<file path="config.mk">
export PLATFORM = sky130hd
export DESIGN_NAME = eeprom_seq_reader
export DESIGN_NICKNAME = d
export VERILOG_FILES = /design/src/rtl/spif_pkg.sv /design/src/rtl/spif_tick.sv /design/src/rtl/spif_seq.sv /design/src/rtl/spif_pins.sv /design/src/rtl/spif_rx.sv /design/src/rtl/eeprom_seq_reader.sv
export SDC_FILE = /design/constraint.sdc
export NUM_CORES = 1
export LEC_CHECK = 0
export BUFFER_PORTS_ARGS = -buffer_cell sky130_fd_sc_hd__buf_2
export CAP_MARGIN = 20
export CORE_UTILIZATION = 61
export CTS_CLUSTER_SIZE = 12
export DETAILED_ROUTE_END_ITERATION = 8
export PLACE_DENSITY = 0.89
export SKIP_LAST_GASP = 1
export SLEW_MARGIN = 40
export SYNTH_ARGS = -nofsm -noshare
export SYNTH_HDL_FRONTEND = slang
export SYNTH_SLANG_ARGS = --single-unit
</file>
<file path="constraint.sdc">
create_clock -name clk -period 6.2 [get_ports clk]
set_clock_uncertainty 0.2 [all_clocks]
set_input_delay 0.31 -clock clk [delete_from_list [all_inputs] [get_ports clk]]
set_output_delay 0.31 -clock clk [all_outputs]
set_load 0.01 [all_outputs]
</file>
<file path="src/rtl/spif_pkg.sv">
package spif_pkg;

    localparam int CMD_BITS   = 8;
    localparam int ADDR_BITS  = 8;
    localparam int DATA_BITS  = 8;
    localparam int PH_W       = 6;
    localparam int BIT_W      = PH_W - 1;

    localparam logic [CMD_BITS-1:0] CMD_READ   = 8'h03;
    localparam logic [CMD_BITS-1:0] CMD_STATUS = 8'h05;

    // two full pulses: high, low, high, low
    localparam logic [PH_W-1:0] WAKE_LAST_PH = 6'd3;

    typedef enum logic [2:0] {
        ST_IDLE,
        ST_WAKE,
        ST_XFER,
        ST_GAP,
        ST_DONE
    } seq_state_e;

    typedef enum logic {
        OP_READ   = 1'b0,
        OP_STATUS = 1'b1
    } op_e;

    typedef struct packed {
        op_e                  op;
        logic [ADDR_BITS-1:0] addr;
    } xfer_s;

    // number of bit slots in one transaction
    function automatic logic [BIT_W-1:0] frame_bits(op_e op);
        if (op == OP_READ)
            return BIT_W'(CMD_BITS + ADDR_BITS + DATA_BITS);
        return BIT_W'(CMD_BITS + DATA_BITS);
    endfunction

    // index of the final half-clock phase of a transaction
    function automatic logic [PH_W-1:0] last_phase(op_e op);
        return {frame_bits(op), 1'b0} - 1'b1;
    endfunction

    // first bit slot in which the device returns data
    function automatic logic [BIT_W-1:0] data_first_bit(op_e op);
        if (op == OP_READ)
            return BIT_W'(CMD_BITS + ADDR_BITS);
        return BIT_W'(CMD_BITS);
    endfunction

    // serial-out value for a given bit slot
    function automatic logic tx_bit(op_e op, logic [ADDR_BITS-1:0] addr,
                                    logic [BIT_W-1:0] slot);
        logic [CMD_BITS-1:0] cmd;
        cmd = (op == OP_READ) ? CMD_READ : CMD_STATUS;
        if (slot < BIT_W'(CMD_BITS))
            return cmd[3'(BIT_W'(CMD_BITS - 1) - slot)];
        if (op == OP_READ && slot < BIT_W'(CMD_BITS + ADDR_BITS))
            return addr[3'(BIT_W'(CMD_BITS + ADDR_BITS - 1) - slot)];
        return 1'b0;
    endfunction

endpackage

</file>
<file path="src/rtl/spif_tick.sv">
module spif_tick #(
    parameter int HALF_PERIOD = 4
) (
    input  logic clk,
    input  logic rst,
    input  logic en,
    output logic tick
);
    localparam int CW = (HALF_PERIOD > 1) ? $clog2(HALF_PERIOD) : 1;
    localparam logic [CW-1:0] LAST = CW'(HALF_PERIOD - 1);

    logic [CW-1:0] cnt;

    assign tick = en && (cnt == LAST);

    always_ff @(posedge clk) begin
        if (rst || !en)
            cnt <= '0;
        else if (tick)
            cnt <= '0;
        else
            cnt <= cnt + 1'b1;
    end
endmodule

</file>
<file path="src/rtl/spif_seq.sv">
module spif_seq
    import spif_pkg::*;
#(
    parameter int CNT_W = 4
) (
    input  logic                 clk,
    input  logic                 rst,
    input  logic                 start,
    input  logic                 op_status,
    input  logic [ADDR_BITS-1:0] start_addr,
    input  logic [CNT_W-1:0]     byte_count,
    input  logic                 tick,
    output seq_state_e           state,
    output logic [PH_W-1:0]      ph,
    output xfer_s                xfer,
    output logic                 cap_en,
    output logic                 load_out,
    output logic                 active,
    output logic                 busy,
    output logic                 done
);
    logic [CNT_W-1:0] remaining;
    logic             woken;
    logic             accept;
    logic             last_ph;

    assign accept  = (state == ST_IDLE) && start &&
                     (op_status || (byte_count != '0));
    assign last_ph = (ph == last_phase(xfer.op));

    always_ff @(posedge clk) begin
        if (rst) begin
            state     <= ST_IDLE;
            ph        <= '0;
            xfer      <= '0;
            remaining <= '0;
            woken     <= 1'b0;
        end else begin
            unique case (state)
                ST_IDLE: begin
                    if (accept) begin
                        xfer.op   <= op_status ? OP_STATUS : OP_READ;
                        xfer.addr <= start_addr;
                        remaining <= op_status ? CNT_W'(1) : byte_count;
                        ph        <= '0;
                        state     <= woken ? ST_XFER : ST_WAKE;
                    end
                end
                ST_WAKE: begin
                    if (tick) begin
                        if (ph == WAKE_LAST_PH) begin
                            ph    <= '0;
                            woken <= 1'b1;
                            state <= ST_XFER;
                        end else begin
                            ph <= ph + 1'b1;
                        end
                    end
                end
                ST_XFER: begin
                    if (tick) begin
                        if (last_ph) begin
                            ph        <= '0;
                            remaining <= remaining - 1'b1;
                            state     <= ST_GAP;
                        end else begin
                            ph <= ph + 1'b1;
                        end
                    end
                end
                ST_GAP: begin
                    if (tick) begin
                        if (remaining == '0) begin
                            state <= ST_DONE;
                        end else begin
                            xfer.addr <= xfer.addr + 1'b1;
                            state     <= ST_XFER;
                        end
                    end
                end
                ST_DONE: state <= ST_IDLE;
                default: state <= ST_IDLE;
            endcase
        end
    end

    // capture at the end of a low half, once the data slots are reached
    assign cap_en   = (state == ST_XFER) && tick && !ph[0] &&
                      (ph[PH_W-1:1] >= data_first_bit(xfer.op));
    assign load_out = (state == ST_XFER) && tick && last_ph;
    assign active   = (state == ST_WAKE) || (state == ST_XFER) ||
                      (state == ST_GAP);
    assign busy     = (state != ST_IDLE);
    assign done     = (state == ST_DONE);
endmodule

</file>
<file path="src/rtl/spif_pins.sv">
module spif_pins
    import spif_pkg::*;
(
    input  seq_state_e      state,
    input  logic [PH_W-1:0] ph,
    input  xfer_s           xfer,
    output logic            cs_n,
    output logic            sck,
    output logic            mosi
);
    always_comb begin
        cs_n = 1'b1;
        sck  = 1'b0;
        mosi = 1'b0;
        unique case (state)
            ST_WAKE: sck = !ph[0];
            ST_XFER: begin
                cs_n = 1'b0;
                sck  = ph[0];
                mosi = tx_bit(xfer.op, xfer.addr, ph[PH_W-1:1]);
            end
            default: ;
        endcase
    end
endmodule

</file>
<file path="src/rtl/spif_rx.sv">
module spif_rx
    import spif_pkg::*;
(
    input  logic                 clk,
    input  logic                 rst,
    input  logic                 shift_en,
    input  logic                 bit_in,
    input  logic                 load,
    output logic [DATA_BITS-1:0] data,
    output logic                 valid
);
    logic [DATA_BITS-1:0] sr;

    always_ff @(posedge clk) begin
        if (rst) begin
            sr    <= '0;
            data  <= '0;
            valid <= 1'b0;
        end else begin
            if (shift_en)
                sr <= {sr[DATA_BITS-2:0], bit_in};
            if (load)
                data <= sr;
            valid <= load;
        end
    end
endmodule

</file>
<file path="src/rtl/eeprom_seq_reader.sv">
module eeprom_seq_reader
    import spif_pkg::*;
#(
    parameter int HALF_PERIOD = 4,
    parameter int CNT_W       = 4
) (
    input  logic                 clk,
    input  logic                 rst,
    input  logic                 start,
    input  logic                 op_status,
    input  logic [ADDR_BITS-1:0] start_addr,
    input  logic [CNT_W-1:0]     byte_count,
    output logic                 busy,
    output logic                 done,
    output logic                 byte_valid,
    output logic [DATA_BITS-1:0] byte_data,
    output logic                 spi_cs_n,
    output logic                 spi_sck,
    output logic                 spi_mosi,
    input  logic                 spi_miso
);
    seq_state_e      state;
    logic [PH_W-1:0] ph;
    xfer_s           xfer;
    logic            tick;
    logic            active;
    logic            cap_en;
    logic            load_out;

    spif_tick #(.HALF_PERIOD(HALF_PERIOD)) u_tick (
        .clk  (clk),
        .rst  (rst),
        .en   (active),
        .tick (tick)
    );

    spif_seq #(.CNT_W(CNT_W)) u_seq (
        .clk        (clk),
        .rst        (rst),
        .start      (start),
        .op_status  (op_status),
        .start_addr (start_addr),
        .byte_count (byte_count),
        .tick       (tick),
        .state      (state),
        .ph         (ph),
        .xfer       (xfer),
        .cap_en     (cap_en),
        .load_out   (load_out),
        .active     (active),
        .busy       (busy),
        .done       (done)
    );

    spif_pins u_pins (
        .state (state),
        .ph    (ph),
        .xfer  (xfer),
        .cs_n  (spi_cs_n),
        .sck   (spi_sck),
        .mosi  (spi_mosi)
    );

    spif_rx u_rx (
        .clk      (clk),
        .rst      (rst),
        .shift_en (cap_en),
        .bit_in   (spi_miso),
        .load     (load_out),
        .data     (byte_data),
        .valid    (byte_valid)
    );
endmodule

</file>
[Word level (Yosys, flattened, before mapping)]
Index checks and enable logic that the tools add are counted.
Operators by class
  magnitude comparators: 5
  bitwise operators: 1
  reduce and logical (&&, ||, !) cells: 28
  add/subtract/negate cells: 7
  mux-type cells: 44
  equality and inequality tests: 14
Operators by type and width (number)
  $mux 6: 5
  $mux 3: 8
  $mux 8: 3
  $mux 4: 5
  $pmux 6 s3: 1
  $pmux 8 s2: 1
  $mux 1: 14
  $pmux 3 s4: 1
  $reduce_and 4->1: 3
  $ne 2x2->1 const B: 5
  $add 8x1->8 const B: 1
  $logic_and 1x1->1: 8
  $lt 3x4->1 const B: 2
  $pmux 4 s2: 1
  $add 6x1->6 const B: 1
  $bmux 1 s3: 2
  $eq 3x2->1 const B: 2
  $eq 6x2->1 const B: 1
  $eq 6x6->1: 1
  $reduce_and 6->1: 1
  $reduce_bool 3->1: 2
  $sub 3x3->3 const A: 2
  $sub 6x1->6 const B: 1
  $ge 5x5->1: 1
  other kinds (21): 27
Word-level totals
  output and inout port bits: 14
  logic and storage cells: 109
  bits in registers: 42
  input port bits: 17

[Longest topological paths before layout]
Gate-level depths: netlist of the first run.
  word-level depth: 8
  mapped depth: 8
  gate-level depth less buffers: 7

[Cells and area by module]
Synthesis of the first run repeated with hierarchy kept, for this count alone.
Unflattened totals
  cells, all modules: 298
  area, all modules: 2577.5 um2
By module, submodules not included
  spif_seq: cells each 221, instances 1, seq. area each 460.4 um2, area each 1731.7 um2
  spif_rx: cells each 54, instances 1, seq. area each 340.3 um2, area each 608.1 um2
  spif_pins: cells each 17, instances 1, seq. area each 0.0 um2, area each 151.4 um2
  spif_tick: cells each 6, instances 1, seq. area each 40.0 um2, area each 86.3 um2

[Worst setup path before layout of the first run]
OpenSTA, ideal clock, no wires.
  path kind: register to register
  start point: register u_seq.ph[0]
  end point: register u_seq.remaining[0]
  period minus slack after synthesis: 1.975 ns
  setup time: 0.070 ns
  path buffers: 0
  data arrival time: 1.704 ns
  data required time: 5.930 ns
  slack: 4.225 ns
  cell stages (with the launch flop): 7
  path through: dfxtp_1 ha_1 nand3_2 nor3_1 o21ai_4 a211o_2 a21oi_1
Between the ends
  word-level cells in the longest chain between the ends: 3
Ends and longest elaborated chain
  start, declared: line spif_seq.sv:14  | output logic [PH_W-1:0] ph,
  start signal, assigned: line spif_seq.sv:56  | ph <= ph + 1'b1;
  start signal, assigned: line spif_seq.sv:67  | ph <= ph + 1'b1;
  $eq 6x6->1: line spif_seq.sv:29  | assign last_ph = (ph == last_phase(xfer.op));
  $ne 2x2->1 (no line)
  $reduce_and 4->1 (no line)
  end signal, assigned: line spif_seq.sv:44  | remaining <= op_status ? CNT_W'(1) : byte_count;
  end signal, assigned: line spif_seq.sv:64  | remaining <= remaining - 1'b1;
  end, declared: line spif_seq.sv:22  | logic [CNT_W-1:0] remaining;
Every way passes these cells.
A chain may end at the register's enable or synchronous reset.

[Worst setup path after layout of the first run]
  start point: register u_seq.ph[1]
  end point: output spi_mosi
Between the ends
  word-level cells in the longest chain between the ends: 8
  elaborated cells on any way between the ends: 19
  those cells by class: add/sub (2); order compare (2); mux (14); reduce/logical (1)
Ends and longest elaborated chain
  $sub 3x3->3 or $lt 5x5->1 (tied branches): line spif_pkg.sv:58, spif_pkg.sv:60, spif_pkg.sv:59
  $bmux 1 s3 or $logic_and 1x1->1 (tied branches): line spif_pkg.sv:58, spif_pkg.sv:59
  $mux 1 (on tied branches): line spif_pkg.sv:58, spif_pkg.sv:59
  $mux 1 (on tied branches): line spif_pkg.sv:57, spif_pkg.sv:59
  $mux 1 (on tied branches): line spif_pkg.sv:59, spif_pins.sv:15
  $mux 1: line spif_pkg.sv:61  | return 1'b0;
  $mux 1 *: line spif_pkg.sv:59  | if (op == OP_READ && slot < BIT_W'(CMD_BITS + ADDR_BITS))
  $mux 1 *: line spif_pins.sv:15  | unique case (state)
  end, declared: line eeprom_seq_reader.sv:19  | output logic spi_mosi,
Every way passes the cells marked *; elsewhere a longest branch is shown, timed or not. The select of a mux whose other input is x is not followed.

==> flow_summary.yaml, run 1 <==
clocking:
  htree_levels: 2
  hold_buffers: 0
  clock_buffer_count_from_cts: 5
  postCtsSetupRepairBufs: 0
  cts.reportedPaths.clkPinSlew_ns: 0.09
  post_cts.resized_instances: 0
  clock_sink_count: 42
  clock_path_buffers: 2
  cts_tree: "built"
  clk-insertion-delay-late_ns: 0.31
  cts_root_buffer: "sky130_fd_sc_hd__clkbuf_8"
sta:
  tns_ns: 0
  actual_slew_at_the_worst_max_slew_pin_ns: 0.796
  timing_hold_violations_final: 0
  max_freq_mhz: 403
  finalWorstPathRequiredPeriod_ns: 2.48
  slew_headroom_pct: 47.0
  slew_viol_final: 0
  tcrit_tclk_final_pct: 40.0
  holdWs_ns: 0.0657
  unrepaired_setup_endpoints_after_global_routing: "false"
  setup_violations: 0
placement:
  detailed_place_hpwl_um: 3430
  gpl.final_weighted_congestion: 0.891
  placement.io_buffers: 30
yosys:
  post-synth-top-count-cell: "sky130_fd_sc_hd__dfxtp_1"
  async_set_reset_flop_share_out_of_synthesis_pct: 0
  ys_warn_count: 0
  synth_xor_area_share_pct: 0
  muxShareOfSynthArea_pct: 10.0
  yosys.area_share.adder_pct: 4.31
  postSynth.topFlopCell: "sky130_fd_sc_hd__dfxtp_1"
  synth_edf_count: 0
  sequential_cell_area_fraction_in_the_yosys_report_pct: 36.2
  synth_area_leader_cell: "sky130_fd_sc_hd__dfxtp_1"
  synth_simple_gate_area_share_pct: 24.0
  postSynthNetCount: 299
  synth_compound_gate_area_share_pct: 20.7
  synthesis.area_per_instance_sq_um: 8.48
  combinational_family_with_the_most_area_after_synthesis: "simple AND/OR/NAND/NOR gates"
  ys_ff_latch: 42
  fraction_of_post_synthesis_cell_area_in_the_top_cell_type_by_area_pct: 36.2
  synth_cell_type_count: 53
  synth.area.top_cells: "sky130_fd_sc_hd__dfxtp_1 (36%), sky130_fd_sc_hd__mux2i_1 (9.0%), sky130_fd_sc_hd__nor2_1 (6.1%)"
  syn_area_sq_um: 2320
  yosys-top-cells-count: "sky130_fd_sc_hd__dfxtp_1 (42), sky130_fd_sc_hd__nor2_1 (38), sky130_fd_sc_hd__a21oi_1 (24)"
  postSynthCellCount: 274
pwr:
  power_density_nw_per_um2: 227
  power.ir.vdd_worst_v: 0.000174
  leakagePower_nw: 1.06
global_routing:
  grt_max_degree: 46
  first_global_vias: 1848
  grt_pass1_wl_um: 8290
  grtUsageTotal_pct: 25.7
  final_global_route_overflow_total: 0
  grt_antenna_before_repair: 0
final_layout:
  antenna_cells_inserted: 0
  final_util_pct: 69.9
  final_layout_size_suffix_gt1_share_pct: 18.8
  nNetsFinal: 322
  layout-area-overhead-vs-synth_pct: 10.1
  fill_cells: 296
floorplanning:
  die_width_um: 63.7
  floorplan.rows: 22
  floorplan.core_area_sq_um: 3660
  boundaryPins: 31
  die_span_in_y_um: 63.7
  die-area_sq_um: 4060
  floorplan.initialDensity_pct: 63.5
route:
  detail_route.wirelength_um: 4970
  via_count: 2046
  viasPerCell: 5.91
  remaining_drc_errors: 0
  drt_pass1_iterations: 4
  drt.antenna.violating_nets: 0
  drt_iter0_drc: 172
  wire_per_inst_um: 14.4
min_path:
  min_path_type: "in2reg"
worst_setup_path:
  arrival_ns: 1.97
  critical_path_type: "reg2out"
  timing.critical_path.from_type: "flop"
  cp-end-kind: "output pin"
  maximum_net_fanout_on_the_critical_path: 8
  cp_data_required_time_ns: 5.69
outcome:
  outcome: "finished clean"
job:
  timing.max_cap.violations: 0
==> power breakdown <==
group          internal (mW)  switching (mW)
clock                 0.0806           0.105
sequential             0.281          0.0166
combinational         0.0413          0.0562
total                  0.402           0.178
==> routing by layer <==
layer | part of all wire (%) | global-route usage (%) | up-vias | routed length [um]
li1 | - | - | 1024 | -
met1 | 44 | 32.6 | 946 | 2200
met2 | 49 | 43.9 | 68 | 2440
met3 | 5.5 | 4.46 | 8 | 272
met4 | 1.2 | 8.52 | 0 | 59
met5 | 0 | 0 | - | 0
==> worst paths after layout <==
path | start | to | slack, ns | depth (start not counted)
worst min register to register | u_tick.cnt[0] | u_tick.cnt[0] | 0.23 | 1
worst max register to register | u_seq.state[1] | u_rx.data[0] | 3.78 | 5
worst min-delay path | spi_miso | u_rx.sr[0] | 0.07 | 3
worst max-delay path | u_seq.ph[1] | spi_mosi | 3.72 | 5
==> sequential cells by signal, indices dropped and copies added (netlist names) <==
register and cells:
u_rx.valid 1, u_tick.cnt 2, u_seq.ph 6, u_rx.data 8, u_seq.xfer 9, u_seq.state 3, u_seq.remaining 4, u_seq.woken 1
u_rx.sr 8
==> stage by stage <==
step | power, mW | std cells | instance area (sq um) | worst slack (ns)
detailed placement | 0.399 | 337 | 2460 | 3.81
global route | 0.606 | 346 | 2560 | 3.62
global placement | 0.395 | 337 | 2460 | 3.87
floorplan | 0.376 | 274 | 2320 | 4.23
CTS | 0.580 | 345 | 2550 | 3.76
finish | 0.580 | 346 | 2560 | 3.72
==> final cells by class <==
type	instances	area, sq um	share of cell area [%]
multi-input combinational	208	1370	53.6
clock buffer	5	68.8	2.69
timing repair buffer	31	161	6.30
tap	48	60.1	2.35
inverter	9	33.8	1.32
sequential	42	841	32.8
clock inverter	3	23.8	0.929
==> kinds of logic after synthesis <==
family	after synthesis
AO/OA/AOI/OAI	70
multiplexers	22
adder cells (fa/ha/maj)	8
flip-flops	42
buffers and inverters	24
AND/OR/NAND/NOR	108
==> layout by cell type, fill, tap and decap left out, drive strengths merged, types with 2 or more instances in the layout <==
master / synthesis / layout
nand2: 23 / 23
and2: 3 / 3
buf: 6 / 31
clkinvlp: 0 / 2
nor3b: 4 / 4
ha: 8 / 8
clkbuf: 9 / 5
mux2i: 21 / 21
a211oi: 3 / 3
o21a: 2 / 2
nand3b: 4 / 4
a211o: 2 / 2
o21ai: 18 / 18
a31oi: 4 / 4
o31ai: 3 / 3
o32ai: 4 / 4
nand2b: 6 / 6
nor2: 38 / 38
nor2b: 2 / 2
nor4: 2 / 2
inv: 9 / 10
nor3: 5 / 5
or3: 7 / 7
a21oi: 25 / 25
nand3: 7 / 7
and3: 3 / 3
dfxtp: 42 / 42
==> critical path, stage by stage, from the launching register on <==
cell and delay, ns:
sky130_fd_sc_hd__dfxtp_1 0.54, sky130_fd_sc_hd__mux4_2 0.55, sky130_fd_sc_hd__a21oi_1 0.15, sky130_fd_sc_hd__nor2_1 0.05, sky130_fd_sc_hd__o211a_1 0.22, sky130_fd_sc_hd__buf_2 0.14
(Power assumes the default switching activity.)
==> inputs of run 2 (changes only) <==
--- a/config.mk
+++ b/config.mk
@@ -7,10 +7,10 @@
 export LEC_CHECK = 0
 export BUFFER_PORTS_ARGS = -buffer_cell sky130_fd_sc_hd__buf_2
 export CAP_MARGIN = 20
-export CORE_UTILIZATION = 61
+export CORE_UTILIZATION = 52
 export CTS_CLUSTER_SIZE = 12
 export DETAILED_ROUTE_END_ITERATION = 8
-export PLACE_DENSITY = 0.89
+export PLACE_DENSITY = 0.81
 export SKIP_LAST_GASP = 1
 export SLEW_MARGIN = 40
 export SYNTH_ARGS = -nofsm -noshare
==> constraint.sdc (replaced) <==
create_clock -name clk -period 2.2 [get_ports clk]
set_clock_uncertainty 0.2 [all_clocks]
set_input_delay 0.11 -clock clk [delete_from_list [all_inputs] [get_ports clk]]
set_output_delay 0.11 -clock clk [all_outputs]
set_load 0.01 [all_outputs]
==> flow_summary.yaml, run 2 (synthesized netlist as in run 1, its figures left out) <==
outcome:
  outcome: "finished clean"
sta:
  timing_hold_violations_final: 0
  slew_headroom_pct: 61.7
  timing.final.ws_setup_ns: 0.0573
  tns_ns: 0
  slew_viol_final: 0
  actual_slew_at_the_worst_max_slew_pin_ns: 0.575
  finalWorstPathRequiredPeriod_ns: 2.14
  max_freq_mhz: 467
  unrepaired_setup_endpoints_after_global_routing: "false"
  setup_violations: 0
  tcrit_tclk_final_pct: 97.4
route:
  wire_per_inst_um: 14.7
  drt.antenna.violating_nets: 0
  viasPerCell: 5.87
  drt_pass1_iterations: 4
  detail_route.wirelength_um: 5400
  remaining_drc_errors: 0
  via_count: 2159
  drt_iter0_drc: 152
floorplanning:
  floorplan.rows: 23
  die_span_in_y_um: 68.9
  floorplan.core_area_sq_um: 4140
  floorplan.initialDensity_pct: 56.1
  boundaryPins: 31
  die-area_sq_um: 4740
  die_width_um: 68.9
clocking:
  htree_levels: 2
  clock_sink_count: 42
  cts_root_buffer: "sky130_fd_sc_hd__clkbuf_8"
  cts.reportedPaths.clkPinSlew_ns: 0.08
  clk-insertion-delay-late_ns: 0.30
  cts_tree: "built"
  clock_buffer_count_from_cts: 5
  clock_path_buffers: 2
final_layout:
  multi_input_comb_area_sq_um: 1390
  layout.cells.most_common_list: "sky130_fd_sc_hd__dfxtp_1 (41), sky130_fd_sc_hd__nor2_1 (38), sky130_fd_sc_hd__buf_2 (30)"
  seq_area_sq_um: 842
  nNetsFinal: 342
  largest_register: "u_seq.xfer"
  stdcell_area_sq_um: 2790
  post_layout_nonfiller_instances: 368
  antenna_cells_inserted: 0
  layout-area-overhead-vs-synth_pct: 20.2
  number_of_flip_flops_in_the_largest_register: 9
  layout.cells.most_common: "sky130_fd_sc_hd__dfxtp_1"
  final_layout_size_suffix_gt1_share_pct: 23.6
  fill_cells: 363
  biggestRegsByFlops: "u_seq.xfer (9), u_rx.data (8), u_rx.sr (8)"
pwr:
  total_power_mw: 1.89
  power_density_nw_per_um2: 676
  power.sequential.fraction_pct: 43.8
  comb_power_share_pct: 17.5
  power.ir.vdd_worst_v: 0.000493
  cell_internal_pwr_mw: 1.39
  pwr-share-clk_pct: 38.7
  leakagePower_nw: 1.18
  p_sw_share_pct: 26.3
  total_switching_power_uw: 497
placement:
  gpl.final_weighted_congestion: 0.883
  placement.io_buffers: 30
  placedInstanceArea_sq_um: 2560
  dp_worst_slack_ns: 0.0983
  detailed_place_hpwl_um: 3690
  placed_cells: 352
global_routing:
  grt_max_degree: 31
  final_global_route_overflow_total: 0
  grt_pass1_wl_um: 8650
  grtUsageTotal_pct: 24.6
  grt_antenna_before_repair: 0
  first_global_vias: 1915
min_path:
  min_path_type: "in2reg"
job:
  timing.max_cap.violations: 0
worst_setup_path:
  arrival_ns: 2.15
  timing.critical_path.from_type: "primary input"
  cp-end-kind: "flop"
  cp_data_required_time_ns: 2.21
  critical_path_type: "in2reg"
  maximum_net_fanout_on_the_critical_path: 8
## run 2: stage by stage
step	hold WS [ns]	util [%]
global placement	0.144	61.7
finish	0.00523	67.4
floorplan	0.0539	-
detailed placement	0.150	61.7
global route	0.0445	67.4
CTS	0.00160	66.8
## run 2: critical path, cell delays in order
cell and delay [ns]:
sky130_fd_sc_hd__dlygate4sd3_1 0.53, sky130_fd_sc_hd__buf_2 0.15, sky130_fd_sc_hd__or4_4 0.55, sky130_fd_sc_hd__o21a_4 0.25
sky130_fd_sc_hd__a21oi_4 0.23, sky130_fd_sc_hd__o21ai_0 0.13, sky130_fd_sc_hd__a21oi_1 0.20
## run 2: area by class of cell
class / count / area share [%]
multi-input cells: 208 / 49.7
flip-flops and latches: 42 / 30.1
repair buffers: 51 / 11.8
clock buffers: 5 / 2.46
clock inverters: 3 / 2.46
well taps: 50 / 2.24
inverters: 9 / 1.21
## run 2: per-layer routing
metal  track usage, %  wire, um
met2             39.9      2530
met5                0         0
met4             10.2       131
met1             31.5      2450
met3             5.10       282
## run 2: power by group through the flow
stage | Sequential (mW) | Combinational [mW] | Clock [mW]
global placement | 0.841 | 0.300 | 0
finish | 0.826 | 0.331 | 0.730
floorplan | 0.830 | 0.228 | 0
detailed placement | 0.842 | 0.309 | 0
global route | 0.832 | 0.367 | 0.772
CTS | 0.825 | 0.323 | 0.742
## run 2: timing repair
action / 4_1_cts / 5_1_grt
resized for setup: 2 / 5
hold buffers: 7 / 0
pin swaps: 0 / 2
setup buffers: 0 / 1
endpoints found under the hold margin: 7 / 0
endpoints found under the setup margin: 1 / 17
## run 2: final timing paths
kind,startpoint,endpoint,slack (ns),cells past startpoint
hold reg to reg,u_tick.cnt[0],u_tick.cnt[0],0.23,1
hold / removal,start_addr[3],u_seq.xfer[3],0.005,4
setup reg to reg,u_seq.ph[5],u_seq.remaining[0],0.16,8
setup / recovery,op_status,u_seq.xfer[6],0.06,7
